$ cat config.mk
export PLATFORM = sky130hd
export DESIGN_NAME = instr_prefetch
export DESIGN_NICKNAME = d
export VERILOG_FILES = /design/src/rtl/pf_pkg.sv /design/src/rtl/pf_fifo.sv /design/src/rtl/pf_bus_ctl.sv /design/src/rtl/instr_prefetch.sv
export SDC_FILE = /design/constraint.sdc
export NUM_CORES = 1
export LEC_CHECK = 0
export ABC_AREA = 1
export BUFFER_PORTS_ARGS = -buffer_cell sky130_fd_sc_hd__buf_2
export CAP_MARGIN = 20
export CORE_UTILIZATION = 59
export DETAILED_ROUTE_END_ITERATION = 6
export PLACE_DENSITY = 0.86
export REMOVE_ABC_BUFFERS = 1
export SLEW_MARGIN = 30
export SYNTH_ARGS = -nofsm -noshare
export SYNTH_HDL_FRONTEND = slang
export SYNTH_SLANG_ARGS = --single-unit
$ cat constraint.sdc
create_clock -name clk -period 4.9 [get_ports clk]
set_input_delay 0.245 -clock clk [delete_from_list [all_inputs] [get_ports clk]]
set_output_delay 0.245 -clock clk [all_outputs]
set_load 0.005 [all_outputs]
$ cat src/rtl/pf_pkg.sv
// Shared widths and types for the instruction prefetch unit.
// Assumes byte addressing of 32-bit instruction words.
package pf_pkg;
    localparam int unsigned PF_AW = 32;
    localparam int unsigned PF_DW = 32;

    // One buffered instruction together with its fetch address.
    typedef struct packed {
        logic [PF_AW-1:0] addr;
        logic [PF_DW-1:0] instr;
    } pf_entry_t;

    // Force a byte address onto a word boundary.
    function automatic logic [PF_AW-1:0] pf_align(input logic [PF_AW-1:0] a);
        return {a[PF_AW-1:2], 2'b00};
    endfunction
endpackage

$ cat src/rtl/pf_fifo.sv
// Instruction buffer: a circular queue of DEPTH entries with synchronous
// flush. Assumes the caller never pushes when full or pops when empty,
// and never pushes in a flush cycle.
module pf_fifo
    import pf_pkg::*;
#(
    parameter int unsigned DEPTH = 4
) (
    input  logic                           clk,
    input  logic                           rst_n,
    input  logic                           flush,
    input  logic                           push,
    input  pf_entry_t                      wr_data,
    input  logic                           pop,
    output pf_entry_t                      head,
    output logic [$clog2(DEPTH+1)-1:0]     count
);
    localparam int unsigned CW = $clog2(DEPTH + 1);
    localparam int unsigned PW = (DEPTH > 1) ? $clog2(DEPTH) : 1;

    pf_entry_t        mem [DEPTH];
    logic [PW-1:0]    wp;
    logic [PW-1:0]    rp;

    function automatic logic [PW-1:0] step_ptr(input logic [PW-1:0] p);
        return (p == PW'(DEPTH - 1)) ? '0 : p + 1'b1;
    endfunction

    // Storage write; contents need no reset.
    always_ff @(posedge clk) begin
        if (push) mem[wp] <= wr_data;
    end

    // Pointer and occupancy update, cleared by reset or flush.
    always_ff @(posedge clk) begin
        if (!rst_n || flush) begin
            wp    <= '0;
            rp    <= '0;
            count <= '0;
        end else begin
            if (push) wp <= step_ptr(wp);
            if (pop)  rp <= step_ptr(rp);
            count <= count + CW'(push) - CW'(pop);
        end
    end

    assign head = mem[rp];

    AST_NO_OVERFLOW: assert property (@(posedge clk) disable iff (!rst_n)
        push |-> (count < CW'(DEPTH)));
    AST_NO_UNDERFLOW: assert property (@(posedge clk) disable iff (!rst_n)
        pop |-> (count != '0));
endmodule

$ cat src/rtl/pf_bus_ctl.sv
// Read-bus side of the prefetch unit: fetch address counter, request
// strobe, credit limit, redirect handling and stale-response discard.
// Assumes in-order responses, one per accepted read.
module pf_bus_ctl
    import pf_pkg::*;
#(
    parameter int unsigned DEPTH      = 4,
    parameter logic [31:0] START_ADDR = 32'h0000_0100
) (
    input  logic                        clk,
    input  logic                        rst_n,
    input  logic                        bus_waitreq,
    input  logic                        bus_rvalid,
    input  logic                        br_taken,
    input  logic [PF_AW-1:0]            br_target,
    input  logic [$clog2(DEPTH+1)-1:0]  buf_cnt_nxt,
    output logic [PF_AW-1:0]            bus_addr,
    output logic                        bus_read,
    output logic                        flush,
    output logic                        stale,
    output logic                        apply,
    output logic [PF_AW-1:0]            apply_addr
);
    localparam int unsigned OUT_MAX = 2 * DEPTH;
    localparam int unsigned OW      = $clog2(OUT_MAX + 1);

    logic [PF_AW-1:0] ppc;
    logic             req_q;
    logic             redir_q;
    logic [PF_AW-1:0] tgt_q;
    logic [OW-1:0]    outst, outst_n;
    logic [OW-1:0]    discard, discard_n;
    logic [OW-1:0]    good_n;
    logic [OW:0]      credit_sum;
    logic             stuck, acc, room;

    // Bus handshake decode and redirect timing.
    always_comb begin
        stuck      = req_q & bus_waitreq;
        acc        = req_q & ~bus_waitreq;
        flush      = br_taken | redir_q;
        apply      = flush & ~stuck;
        apply_addr = pf_align(br_taken ? br_target : tgt_q);
        stale      = flush | (discard != '0);
    end

    // Next outstanding and discard counts and the issue credit.
    always_comb begin
        outst_n = outst + OW'(acc) - OW'(bus_rvalid);
        if (apply)
            discard_n = outst_n;
        else if (bus_rvalid && discard != '0)
            discard_n = discard - 1'b1;
        else
            discard_n = discard;
        good_n     = apply ? '0 : outst_n - discard_n;
        credit_sum = {1'b0, good_n} + (OW+1)'(buf_cnt_nxt);
        room       = (credit_sum < (OW+1)'(DEPTH)) && (outst_n < OW'(OUT_MAX));
    end

    // Fetch counter, request strobe and redirect state registers.
    always_ff @(posedge clk) begin
        if (!rst_n) begin
            ppc     <= START_ADDR;
            req_q   <= 1'b0;
            redir_q <= 1'b0;
            tgt_q   <= '0;
            outst   <= '0;
            discard <= '0;
        end else begin
            if (apply)    ppc <= apply_addr;
            else if (acc) ppc <= ppc + PF_AW'(4);
            req_q   <= stuck | room;
            redir_q <= flush & stuck;
            if (br_taken) tgt_q <= br_target;
            outst   <= outst_n;
            discard <= discard_n;
        end
    end

    assign bus_addr = ppc;
    assign bus_read = req_q;

    AST_START_ADDR: assert property (@(posedge clk) disable iff (!rst_n)
        $rose(rst_n) |-> (bus_addr == START_ADDR));
    AST_ADDR_STEP: assert property (@(posedge clk) disable iff (!rst_n)
        (bus_read && !bus_waitreq && !flush) |=> (bus_addr == $past(bus_addr) + PF_AW'(4)));
    AST_ADDR_STABLE: assert property (@(posedge clk) disable iff (!rst_n)
        (bus_read && bus_waitreq) |=> (bus_read && $stable(bus_addr)));
    AST_REDIRECT_TARGET: assert property (@(posedge clk) disable iff (!rst_n)
        (br_taken && !(bus_read && bus_waitreq)) |=> (bus_addr[PF_AW-1:2] == $past(br_target[PF_AW-1:2])));
    AST_STUCK_REDIRECT: assert property (@(posedge clk) disable iff (!rst_n)
        (br_taken && bus_read && bus_waitreq) |=> (bus_read && $stable(bus_addr)));
    AST_DISCARD_BOUND: assert property (@(posedge clk) disable iff (!rst_n)
        discard <= outst);
endmodule

$ cat src/rtl/instr_prefetch.sv
// Instruction prefetch unit top: joins the bus controller and the
// instruction buffer, tracks the fetch address of the next response and
// offers words to decode with a same-cycle bypass when the buffer is empty.
// Assumes responses return in issue order.
module instr_prefetch
    import pf_pkg::*;
#(
    parameter int unsigned DEPTH      = 4,
    parameter logic [31:0] START_ADDR = 32'h0000_0100
) (
    input  logic             clk,
    input  logic             rst_n,
    output logic [PF_AW-1:0] bus_addr,
    output logic             bus_read,
    input  logic             bus_waitreq,
    input  logic [PF_DW-1:0] bus_rdata,
    input  logic             bus_rvalid,
    input  logic             br_taken,
    input  logic [PF_AW-1:0] br_target,
    output logic             dec_valid,
    output logic [PF_DW-1:0] dec_instr,
    output logic [PF_AW-1:0] dec_addr,
    input  logic             dec_stall
);
    localparam int unsigned CW = $clog2(DEPTH + 1);

    logic             flush, stale, apply;
    logic [PF_AW-1:0] apply_addr;
    logic [PF_AW-1:0] ret_pc;
    logic [CW-1:0]    buf_cnt, buf_cnt_nxt;
    pf_entry_t        head, wr_entry;
    logic             good_rsp, buf_empty, bypass, push, pop;

    pf_bus_ctl #(.DEPTH(DEPTH), .START_ADDR(START_ADDR)) u_ctl (
        .clk         (clk),
        .rst_n       (rst_n),
        .bus_waitreq (bus_waitreq),
        .bus_rvalid  (bus_rvalid),
        .br_taken    (br_taken),
        .br_target   (br_target),
        .buf_cnt_nxt (buf_cnt_nxt),
        .bus_addr    (bus_addr),
        .bus_read    (bus_read),
        .flush       (flush),
        .stale       (stale),
        .apply       (apply),
        .apply_addr  (apply_addr)
    );

    // Buffer control: bypass when empty and ready, otherwise park the word.
    always_comb begin
        good_rsp    = bus_rvalid & ~stale;
        buf_empty   = (buf_cnt == '0);
        bypass      = good_rsp & buf_empty & ~dec_stall;
        push        = good_rsp & ~bypass;
        pop         = ~buf_empty & ~dec_stall & ~flush;
        buf_cnt_nxt = flush ? '0 : buf_cnt + CW'(push) - CW'(pop);
        wr_entry    = '{addr: ret_pc, instr: bus_rdata};
    end

    pf_fifo #(.DEPTH(DEPTH)) u_fifo (
        .clk     (clk),
        .rst_n   (rst_n),
        .flush   (flush),
        .push    (push),
        .wr_data (wr_entry),
        .pop     (pop),
        .head    (head),
        .count   (buf_cnt)
    );

    // Fetch address of the next accepted response.
    always_ff @(posedge clk) begin
        if (!rst_n)        ret_pc <= START_ADDR;
        else if (apply)    ret_pc <= apply_addr;
        else if (good_rsp) ret_pc <= ret_pc + PF_AW'(4);
    end

    // Decode-side output selection.
    always_comb begin
        dec_valid = ~flush & (~buf_empty | good_rsp);
        dec_instr = buf_empty ? bus_rdata : head.instr;
        dec_addr  = buf_empty ? ret_pc    : head.addr;
    end

    AST_VALID_HELD: assert property (@(posedge clk) disable iff (!rst_n)
        (dec_valid && dec_stall && !br_taken) |=>
        (br_taken || (dec_valid && $stable(dec_addr) && $stable(dec_instr))));
endmodule

==> results.cfg <==
[power_and_ir_drop]
p_sw_w = 0.00190
internal_power_w = 0.00527
ir_drop_mv = 0.274
powerDensity_nw_per_um2 = 379
total_leakage_power_nw = 7.18
p_seq_share_pct = 48.5
clock_power_share_pct = 37.5
pwr-share-comb_pct = 14.0
switching_share_pct = 26.5

[detailed_routing]
drc = 0
routed_via_density = 5.82
postRouteAntennaNets = 0
wl_per_cell_microns = 18.5
drt-initial-drc-count = 1441
first_pass_iters = 6
vias = 13267
wirelength_microns = 42200

[floorplanning]
rows = 60
die_h_microns = 168
core_sq_um = 27000
ios = 168
die_w_microns = 168
start_util_pct = 60.3
dieArea_sq_um = 28300

[critical_path]
endpoint_kind = register
crit_slowest_cell = fa_1
crit_buf_inv = 3
cp_max_fo = 28
crit_path_cell_trace = inv_1, ha_1, nand4_4, inv_4, o21ai_2, inv_1, ha_1, fa_1, xnor2_1, nor2_1, ha_1, nor4_1, o311a_1, nand2_1, nand2_1
crit_family = adder cells
cp.depth = 15
r2r-start = u_ctl.discard[0]
slowest_delay_ns = 0.38
cp.required_ns = 5.36
critPathLaunchType = register
cp-startpoint = u_ctl.discard[0]
path_class = register to register
path_common_cell = ha_1
crit_arrival_ns = 3.77
worstRegToRegCells = 15

[final_layout]
multiInputGateArea_sq_um = 5830
num_antenna_cells = 0
final.fill_count = 1929
area_growth_pct = 15.9
layout.nets = 2004
regArea_sq_um = 9630
finish.utilization_pct = 69.9
drive_above_1_share_pct = 14.2

[yosys]
synth-edff-count = 248
ys_seq_area_share_pct = 59.1
avgSynthCellArea_sq_um = 9.40
ys_top_cells_by_count = 379 x nor2_1, 271 x nand2_1, 248 x edfxtp_1
synthTopCellsByArea = edfxtp_1 46%, dfxtp_1 13%, nor2_1 8.7%, nand2_1 6.2%, o21ai_0 5.4%
syn_inst = 1734
yosysTopAreaCellShare_pct = 45.7
ys_seq_elements = 357
async_flop_share_pct = 0
yosysTopAreaCell = edfxtp_1
syn-cell-area_sq_um = 16300
ys_types = 45
synth_flop_cell = edfxtp_1
yosysWarnings = 0
synth_most_common_cell = nor2_1

[timing]
max_freq_mhz = 303
clock-skew-final_ns = 0.0218
period_needed_ns = 3.30
timing.final.hold_violations = 0
timing.final.crit_share_pct = 67.4
slew_headroom_pct = 34.5
rsz0062_at_grt = no
finalWorstSetupSlack_ns = 1.60
slew_viol_final = 0
tightest_slew_ns = 0.983
setup_viol = 0
tns_ns = 0

[placement]
place_ws_ns = 1.58
routabilityCongestion = 0.970
numPortBuffers = 161
dp_hpwl_microns = 25600

[cts]
cts-htree-levels = 2
cts_buffer_depth = 3
cts_root_buf = clkbuf_16
clk_pin_slew_ns = 0.06
clk_latency_ns = 0.53
cts-buffers-inserted = 36
cts_tree = done
cts_resized = 0
clkSinkCount = 357

[status]
status = finished clean

[grt]
grt_usage_pct = 29.9
grt_pass1_vias = 13253
overflow = 0
antenna_found_initial = 0
grt_max_degree = 99
grt_first_pass_wirelength_microns = 66500

[worst_hold_path]
whs_path_depth = 3
min_from = br_target[30]
hp-class = primary input to register

[job]
drv_cap = 0
[routing by layer]
layer / GRT usage (%) / vias up / part of all wire [%]
met5: 0 / - / 0
met4: 10.9 / 0 / 2.9
met3: 5.81 / 98 / 9.5
met2: 52.0 / 679 / 49
met1: 37.0 / 6285 / 39
li1: - / 6205 / -
[placed cells by master (no fill, tap or decap), drive strengths merged, types with 2 or more instances in the layout]
cell         instances
a21oi               41
inv                133
dfxtp              109
a31oi               55
dlygate4sd3         43
nand4                7
nand3               38
xnor2                6
bufinv               3
a211oi               3
fa                   3
nor3                 7
o211ai               3
xor2                31
ha                  20
o21ai              198
or2                 27
o22ai               28
nand2              271
conb                 4
buf                176
clkinv              21
mux2i               29
clkbuf              43
edfxtp             248
nand3b               2
nor2               383
[timing repair]
item,in CTS,in global routing
setup buffers,0,0
hold buffers,43,0
hold endpoints to repair,139,0
[worst reg2reg max path, stage by stage, from the launching register on]
cell and delay (ns):
dfxtp_1 0.32, inv_1 0.08, ha_1 0.25, nand4_4 0.17
inv_4 0.16, o21ai_2 0.31, inv_1 0.11, ha_1 0.24
fa_1 0.38, xnor2_1 0.22, nor2_1 0.07, ha_1 0.29
nor4_1 0.29, o311a_1 0.23, nand2_1 0.07, nand2_1 0.05
[final cells by class]
class	instances	area share, %
Clock inverter	22	1.03
Tap cell	341	2.26
Clock buffer	43	4.96
Inverter	135	2.71
Multi-Input combinational cell	1162	30.8
Timing Repair Buffer	219	7.26
Sequential cell	357	51.0
[sequential cells by signal (all words and copies together) (netlist names), named ones only]
name            cells
u_fifo.rp           2
u_ctl.discard       4
ret_pc             30
u_ctl.tgt_q        30
u_fifo.count        3
u_fifo.wp           2
u_ctl.bus_addr     30
u_fifo.mem        248
u_ctl.redir_q       1
u_ctl.outst         4
u_ctl.bus_read      1
[metrics by stage]
step           cell area [sq um]  power, W  std cells  hold WS, ns
2_1_floorplan              15900   0.00413       1654        0.343
3_3_place_gp               17300   0.00442       2170        0.464
3_5_place_dp               17300   0.00449       2171        0.471
4_1_cts                    18900   0.00717       2279      0.00605
5_1_grt                    18900   0.00743       2279       0.0206
6_report                   18900   0.00717       2279      0.00235
[power groups by stage]
stage,clock (W),combinational (W),sequential (W)
2_1_floorplan,0,0.000625,0.00350
3_3_place_gp,0,0.000898,0.00353
3_5_place_dp,0,0.000956,0.00353
4_1_cts,0.00270,0.000998,0.00347
5_1_grt,0.00282,0.00112,0.00349
6_report,0.00269,0.00100,0.00348
[kinds of logic after synthesis]
family	Yosys count	share of synthesized area, %
AND/OR/NAND/NOR	736	18.4
AO/OA/AOI/OAI	333	11.4
adder cells (fa/ha/maj)	23	1.90
other	1	0.0230
flip-flops	357	59.1
buffers and inverters	218	5.50
XOR/XNOR	37	1.99
multiplexers	29	1.78
[worst paths after layout]
check / end / slack, ns
setup / recovery: u_ctl.bus_read / 1.60
hold / removal: u_ctl.tgt_q[30] / 0.002
setup reg to reg: u_ctl.bus_read / 1.60
hold reg to reg: u_ctl.tgt_q[30] / 0.49
(Power assumes the default switching activity.)
